==> src/rtl/iop_pkg.sv <==
package iop_pkg;
  localparam int OFS_W = 3;
  typedef logic [OFS_W-1:0] ofs_t;

  localparam ofs_t OFS_PINS = 3'd0;
  localparam ofs_t OFS_DOUT = 3'd1;
  localparam ofs_t OFS_DIR  = 3'd2;
  localparam ofs_t OFS_ROLE = 3'd3;
  localparam ofs_t OFS_DRV  = 3'd4;
  localparam ofs_t OFS_ALT  = 3'd5;

  typedef enum logic [1:0] {
    SRC_OFF   = 2'd0,
    SRC_REG   = 2'd1,
    SRC_LOGIC = 2'd2,
    SRC_ADDR  = 2'd3
  } pin_src_e;
endpackage

==> src/rtl/iop_regfile.sv <==
module iop_regfile
  import iop_pkg::*;
#(
  parameter int W        = 8,
  parameter int DIR_IMPL = 8
) (
  input  logic         clk,
  input  logic         rst_n,
  input  logic         wr_en,
  input  ofs_t         ofs,
  input  logic [W-1:0] wr_data,
  input  logic [W-1:0] pad_in,
  output logic [W-1:0] rd_data,
  output logic [W-1:0] dout_q,
  output logic [W-1:0] dir_q,
  output logic [W-1:0] role_q,
  output logic [W-1:0] drv_q,
  output logic [W-1:0] alt_q
);
  localparam int          DIR_N    = (DIR_IMPL > W) ? W : DIR_IMPL;
  localparam logic [W-1:0] DIR_MASK = {W{1'b1}} >> (W - DIR_N);

  logic         dout_en, dir_en, role_en, drv_en, alt_en;
  logic [W-1:0] dout_d, dir_d, role_d, drv_d, alt_d;

  always_comb begin
    dout_en = wr_en && (ofs == OFS_DOUT);
    dir_en  = wr_en && (ofs == OFS_DIR);
    role_en = wr_en && (ofs == OFS_ROLE);
    drv_en  = wr_en && (ofs == OFS_DRV);
    alt_en  = wr_en && (ofs == OFS_ALT);
    dout_d  = wr_data;
    dir_d   = wr_data & DIR_MASK;
    role_d  = wr_data;
    drv_d   = wr_data;
    alt_d   = wr_data;
  end

  always_ff @(posedge clk or negedge rst_n) begin
    if (!rst_n) begin
      dout_q <= '0;
      dir_q  <= '0;
      role_q <= '0;
      drv_q  <= '0;
      alt_q  <= '0;
    end else begin
      if (dout_en) dout_q <= dout_d;
      if (dir_en)  dir_q  <= dir_d;
      if (role_en) role_q <= role_d;
      if (drv_en)  drv_q  <= drv_d;
      if (alt_en)  alt_q  <= alt_d;
    end
  end

  always_comb begin
    case (ofs)
      OFS_PINS: rd_data = pad_in;
      OFS_DOUT: rd_data = dout_q;
      OFS_DIR:  rd_data = dir_q;
      OFS_ROLE: rd_data = role_q;
      OFS_DRV:  rd_data = drv_q;
      OFS_ALT:  rd_data = alt_q;
      default:  rd_data = '0;
    endcase
  end
endmodule

==> src/rtl/iop_addr_latch.sv <==
module iop_addr_latch #(
  parameter int W = 8
) (
  input  logic         clk,
  input  logic         rst_n,
  input  logic         ale,
  input  logic [W-1:0] addr_in,
  output logic [W-1:0] addr_q
);
  logic [W-1:0] addr_d;

  always_comb addr_d = addr_in;

  always_ff @(posedge clk or negedge rst_n) begin
    if (!rst_n)   addr_q <= '0;
    else if (ale) addr_q <= addr_d;
  end
endmodule

==> src/rtl/iop_pin_mux.sv <==
module iop_pin_mux
  import iop_pkg::*;
(
  input  logic dir,
  input  logic role,
  input  logic alt,
  input  logic drv,
  input  logic dout,
  input  logic logic_bit,
  input  logic addr_bit,
  output logic pad_out,
  output logic pad_oe
);
  pin_src_e src;
  logic     val;

  always_comb begin
    if (!dir)      src = SRC_OFF;
    else if (role) src = SRC_ADDR;
    else if (alt)  src = SRC_LOGIC;
    else           src = SRC_REG;
  end

  always_comb begin
    case (src)
      SRC_REG:   val = dout;
      SRC_LOGIC: val = logic_bit;
      SRC_ADDR:  val = addr_bit;
      default:   val = 1'b0;
    endcase
  end

  always_comb begin
    if (src == SRC_OFF) begin
      pad_oe  = 1'b0;
      pad_out = 1'b0;
    end else if (drv) begin
      pad_oe  = ~val;
      pad_out = 1'b0;
    end else begin
      pad_oe  = 1'b1;
      pad_out = val;
    end
  end
endmodule

==> src/rtl/iop_port.sv <==
module iop_port
  import iop_pkg::*;
#(
  parameter int W        = 8,
  parameter int DIR_IMPL = 8
) (
  input  logic         clk,
  input  logic         rst_n,
  input  logic         wr_en,
  input  logic [2:0]   addr,
  input  logic [W-1:0] wr_data,
  output logic [W-1:0] rd_data,
  input  logic         ale,
  input  logic [W-1:0] addr_in,
  input  logic [W-1:0] logic_in,
  input  logic [W-1:0] pad_in,
  output logic [W-1:0] pad_out,
  output logic [W-1:0] pad_oe
);
  logic rst_meta, rst_sync_n;

  always_ff @(posedge clk or negedge rst_n) begin
    if (!rst_n) begin
      rst_meta   <= 1'b0;
      rst_sync_n <= 1'b0;
    end else begin
      rst_meta   <= 1'b1;
      rst_sync_n <= rst_meta;
    end
  end

  logic [W-1:0] dout_q, dir_q, role_q, drv_q, alt_q, addr_q;

  iop_regfile #(.W(W), .DIR_IMPL(DIR_IMPL)) u_regs (
    .clk(clk), .rst_n(rst_sync_n), .wr_en(wr_en), .ofs(addr),
    .wr_data(wr_data), .pad_in(pad_in), .rd_data(rd_data),
    .dout_q(dout_q), .dir_q(dir_q), .role_q(role_q),
    .drv_q(drv_q), .alt_q(alt_q)
  );

  iop_addr_latch #(.W(W)) u_alat (
    .clk(clk), .rst_n(rst_sync_n), .ale(ale),
    .addr_in(addr_in), .addr_q(addr_q)
  );

  for (genvar i = 0; i < W; i++) begin : g_pin
    iop_pin_mux u_mux (
      .dir(dir_q[i]), .role(role_q[i]), .alt(alt_q[i]), .drv(drv_q[i]),
      .dout(dout_q[i]), .logic_bit(logic_in[i]), .addr_bit(addr_q[i]),
      .pad_out(pad_out[i]), .pad_oe(pad_oe[i])
    );
  end
endmodule

==> config.mk <==
export PLATFORM = sky130hd
export DESIGN_NAME = iop_port
export DESIGN_NICKNAME = d
export VERILOG_FILES = /design/src/rtl/iop_pkg.sv /design/src/rtl/iop_regfile.sv /design/src/rtl/iop_addr_latch.sv /design/src/rtl/iop_pin_mux.sv /design/src/rtl/iop_port.sv
export SDC_FILE = /design/constraint.sdc
export NUM_CORES = 1
export LEC_CHECK = 0
export BUFFER_PORTS_ARGS = -buffer_cell sky130_fd_sc_hd__buf_2
export CAP_MARGIN = 20
export CORE_ASPECT_RATIO = 1.2
export CORE_UTILIZATION = 54
export CTS_CLUSTER_DIAMETER = 80
export DETAILED_ROUTE_END_ITERATION = 10
export PLACE_DENSITY = 0.79
export SLEW_MARGIN = 20
export SYNTH_ARGS = -nofsm -noshare
export SYNTH_HDL_FRONTEND = slang
export SYNTH_SLANG_ARGS = --single-unit
==> constraint.sdc <==
create_clock -name clk -period 2.22 [get_ports clk]
set_clock_uncertainty 0.1 [all_clocks]
set_input_delay 0.222 -clock clk [delete_from_list [all_inputs] [get_ports clk]]
set_output_delay 0.222 -clock clk [all_outputs]
set_load 0.01 [all_outputs]
# Yosys cells after proc, flatten, opt, wreduce, memory -nomap -nowiden
# Cells that the tools add are included.
[totals]
ff_bits = 50
latchBits = 0
ram_bits = 0
mem_bits_ro = 0
input_bits = 39
memories = 0
[classes]
n_addsub = 0
mul = 0
div = 0
order_cmp = 0
n_eq_ne = 29
n_shift = 0
muxes = 65
bitwise = 8
reduce_logical = 14
[op_table]
columns = ["cell", "n"]
rows = [
  ["$mux W2", 24],
  ["$pmux W8 S6", 1],
  ["$eq A2 B2 Y1 const B", 16],
  ["$mux W1", 32],
  ["$pmux W1 S3", 8],
  ["$eq A2 B1 Y1 const B", 8],
  ["$logic_not A2 Y1", 8],
  ["$not A1 Y1", 8],
  ["$eq A3 B2 Y1 const B", 2],
  ["$eq A3 B3 Y1 const B", 2],
  ["$logic_and A1 B1 Y1", 5],
  ["$eq A3 B1 Y1 const B", 1],
  ["$logic_not A3 Y1", 1],
]

# Logic depth before layout (Yosys ltp)
[logic_depth]
word_depth = 8
mapped_depth = 6
depth_no_buf = 3

# Hierarchy
# From an unflattened synthesis, not the netlist that was laid out.
[unflattened]
cells_unflattened = 225
hier_area_um2 = 2892.8
[by_module_without_submodules]
columns = ["mod", "instances", "cells_per_inst", "area_per_inst_um2", "seq_area_each_um2"]
rows = [
  ["iop_regfile", 1, 141, 2026.9, 1001.0],
  ["iop_pin_mux", 8, 8, 60.1, 0.0],
  ["iop_addr_latch", 1, 17, 331.6, 200.2],
  ["iop_port", 1, 3, 53.8, 50.0],
]

# Worst setup path before layout
# No wires, ideal clock.
[synth_timing]
path_type = "input to register"
startpoint = "in addr[1]"
endpoint = "reg u_regs.alt_q[0]"
setup_ns = 0.125
arrival_time_ns = 1.240
required_ns = 1.995
path_slack_ns = 0.755
path_stages = 6
n_path_buf = 3
path_cell_list = "buf_6 > nand2b_4 > buf_6 > or2_1 > buf_6 > mux2_4"
[synth_between]
elab_chain_cells = 2
[synth_rtl]
columns = ["item", "line", "text"]
rows = [
  ["start: declaration", "iop_port.sv:10", "input logic [2:0] addr,"],
  ["$eq A3 B3 Y1", "iop_regfile.sv:31", "alt_en = wr_en && (ofs == OFS_ALT);"],
  ["$logic_and A1 B1 Y1", "iop_regfile.sv:31", ""],
  ["end signal: assignment", "iop_regfile.sv:51", "if (alt_en) alt_q <= alt_d;"],
  ["end: declaration", "iop_regfile.sv:18", "output logic [W-1:0] alt_q"],
]
# No other way between the ends.
# A chain may end at the register's enable or synchronous reset.

# Worst setup path in the final report
[layout_timing]
startpoint = "reg u_regs.alt_q[5]"
endpoint = "out pad_out[5]"
[layout_between]
elab_chain_cells = 7
[layout_rtl]
columns = ["item", "line", "text"]
rows = [
  ["$mux W2 *", "iop_pin_mux.sv:20", "else if (alt) src = SRC_LOGIC;"],
  ["$mux W2 *", "iop_pin_mux.sv:19", "else if (role) src = SRC_ADDR;"],
  ["$mux W2 *", "iop_pin_mux.sv:18", "if (!dir) src = SRC_OFF;"],
  ["$eq A2 B2 Y1 or $eq A2 B1 Y1 (tied branches)", "iop_pin_mux.sv:25", "case (src)"],
  ["$pmux W1 S3", "iop_pin_mux.sv:25", ""],
  ["$mux W1", "iop_pin_mux.sv:37", "end else if (drv) begin"],
  ["$mux W1 *", "iop_pin_mux.sv:34", "if (src == SRC_OFF) begin"],
  ["end: declaration", "iop_port.sv:17", "output logic [W-1:0] pad_out,"],
]
# Every way passes the cells marked *; elsewhere a longest branch is shown, timed or not.

==> summary.md <==
| Metric | Value |
|---|---|
| Port Buffers | `62` |
| Worst Setup Slack, final | `0.511 ns` |
| Post CTS Setup Buffer Count | `0` |
| Worst Hold Path Cells | `2` |
| Fmax | `0.585 GHz` |
| Int Pwr | `1.94 mW` |
| Peak supply drop | `0.498 mV` |
| PnR Total Power | `between 2 and 3 mW` |
| Combinational Power Share | `23.9%` |
| Post-synthesis average cell area | `12.6 µm²` |
| Outcome | `finished, violations left` |
| Num rows | `28` |
| Clk root buf | `clkbuf_8` |
| Die ar. | `5370 µm²` |
| Final number of max-transition violations | `0` |
| Ys async rst share | `between 90% and 100%` |
| Hold_buf cts | `1` |
| Total grt overflow | `0` |
| Setup crit end kind | `output port` |
| Data arrival, critical path | `1.39 ns` |
| Post-detail-place hpwl | `4110 µm` |
| Total GRT Usage | `between 20 and 25%` |
| Pre-CTS WS | `0.449 ns` |
| DRC Markers | `1` |
| Max Root-Sink Buffers | `2` |
| Period utilisation layout | `slightly below 80%` |
| Hold Path Class | `primary input to register` |
| Synthesized net count | `257` |
| N_diodes | `0` |
| Sw power | `0.740 mW` |
| R2r worst-path depth | `1` |
| Final TNS setup | `0 ns` |
| CTS buffer count | `5` |
| Post-synth EDFFs | `0` |
| Worst setup SP type | `register` |
| WP depth | `4` |
| RSZ-0062 raised after global routing | `false` |
| Post-layout min period | `1.71 ns` |
| DRT Pass-1 Iters | `7` |
| Slowest CP cell | `dfrtp_1` |
| Area contributors post-synth | `dfrtp_1 (46%), mux2_2 (16%), mux2i_1 (11%), buf_4 (5.2%), mux2_4 (4.4%)` |
| Failing checks | `DRC` |
| Die Ht | `80.1 µm` |
| Dominant cell type by area after synthesis | `dfrtp_1` |
| CTS tree | `built` |
| Leak | `1.55 nW` |
| Post-cts resize count | `0` |
| Syn Inst Count | `218` |
| Initial antenna violation count | `0` |
| Final GP Congestion | `0.785` |
| Fin nets | `about 310` |
| Slew Limit Headroom | `59.5%` |
| Count leader, synth | `dfrtp_1` |
| Clock power frac | `29.1%` |
| Area Growth Syn to Fin | `14.2%` |
| CP required | `1.90 ns` |
| Insertion delay to the later sink of the worst-skew pair | `0.31 ns` |
| Vias in the first global route | `~1900` |
| Yosys cell types | `23` |
| Synthesized area | `2740 µm²` |
| First-pass GRT wire length | `9200 µm` |
| Sequential power share | `47.0%` |
| CP Cell Sequence | `mux2i_1, o21ai_0, and3b_1, buf_2` |
| Final WL | `5640 µm` |
| Initial Util | `55.9%` |
| Max-cap viol count | `0` |
| Delay of the slowest cell on the worst path | `0.42 ns` |
| Crit path max-delay family | `flip-flops` |
| Synth warn | `0` |
| Layout cells sized above 1 | `48.0%` |
| Yosys top cell area share | `45.6%` |
| CORE AREA | `just under 5000 µm²` |
| Initial DRC Count | `95` |
| Clock transition at the registers of the reported paths | `0.09 ns` |
| Largest net degree at the start of global routing | `26` |
| Sw frac | `between 20% and 30%` |
| Vias per inst | `about 5.6` |
| Top FF cell, synth | `dfrtp_1` |
| Antenna viol nets, final | `0` |
| Critical path class | `register to output port` |
| # IOs | `63` |
| Detailed-route via count | `between 1500 and 2000` |
| Fraction of the yosys area taken by sequential cells | `a little under half` |
| CTS sink count | `50` |
| Chip width | `67.1 µm` |
| Bufs and invs on worst path | `1` |
| Commonest cells in the netlist | `dfrtp_1 (50), mux2_2 (40), mux2i_1 (30)` |
| Final Hold Fails | `0` |
| # setup viols final | `0` |
| Post-synthesis register bit count | `50` |
| Crit path max fanout | `3` |
| CTS H-tree lvls | `2` |
| Tightest Pin Transition | `0.607 ns` |
| PD cells | `856 nW/µm²` |
| DR WL/cell | `between 15 and 20 µm` |
layout make-up:
cell class / count / area, µm²
timing repair buffer: 69 / 378
clock inverter: 2 / 60.1
inverter: 1 / 3.75
multi-input combinational: 141 / 1280
tap: 60 / 75.1
sequential: 50 / 1250
clock buffer: 6 / 82.6
fill: 411 / 1770
state kept, by name (all words and copies together) (netlist names):
| register | count |
|---|---|
| u_regs.dout_q | 8 |
| rst_meta | 1 |
| rst_sync_n | 1 |
| u_regs.dir_q | 8 |
| u_regs.role_q | 8 |
| u_regs.alt_q | 8 |
| u_alat.addr_q | 8 |
| u_regs.drv_q | 8 |
cells by family (layout without fill, tap and decap cells):
logic type,after synthesis,in the layout,synth area share [%]
flip-flops,50,50,45.6
AND/OR/NAND/NOR,36,36,8.17
other,1,1,0.137
buffers and inverters,27,78,7.66
multiplexers,78,78,31.8
AO/OA/AOI/OAI,26,26,6.66
cell usage in the layout (no fill, tap or decap), drive strengths merged:
master / count
clkbuf: 6
inv: 1
and3b: 8
bufinv: 2
nand3: 2
o21ai: 10
dlygate4sd3: 1
a221o: 2
nor3: 1
a21boi: 8
or3: 6
dfrtp: 50
mux2: 48
nand2b: 3
nor2: 5
mux2i: 30
nand2: 9
o221ai: 6
conb: 1
buf: 68
or2: 2
metrics by stage:
stage	instances	area, µm²	util (%)	hold WS (ns)
CTS	329	3130	63.9	0.0322
detailed placement	320	2980	60.8	-0.0903
global route	329	3130	63.9	0.0405
global placement	320	2980	60.8	-0.0932
floorplan	218	2740	-	-0.174
finish	329	3130	63.9	0.0396
power by group through the flow:
stage          logic, mW  registers (mW)  clock network (mW)
2_1_floorplan      0.544            1.23                   0
3_3_place_gp       0.620            1.27                   0
3_5_place_dp       0.641            1.28                   0
4_1_cts            0.646            1.26               0.795
5_1_grt            0.705            1.29               0.833
6_report           0.641            1.26               0.779
worst paths after layout:
check	from	to	slack (ns)
hold / removal	addr_in[0]	u_alat.addr_q[0]$_DFFE_PN0P_	0.04
setup reg to reg	rst_sync_n$_DFF_PN0_	u_regs.alt_q[4]$_DFFE_PN0P_	1.16
hold reg to reg	rst_sync_n$_DFF_PN0_	u_alat.addr_q[5]$_DFFE_PN0P_	0.15
min in group asynchronous	rst_n	rst_sync_n$_DFF_PN0_	0.12
max in group asynchronous	rst_sync_n$_DFF_PN0_	u_regs.alt_q[4]$_DFFE_PN0P_	1.16
setup / recovery	u_regs.alt_q[5]$_DFFE_PN0P_	pad_out[5]	0.51
metal layers:
metal	wire length [µm]	GRT usage [%]	vias up
li1	-	-	873
met5	0	0	-
met2	2930	38.6	52
met3	211	3.84	5
met4	70	6.81	0
met1	2430	30.3	916
Note: power is estimated with default switching activity, not from simulation.
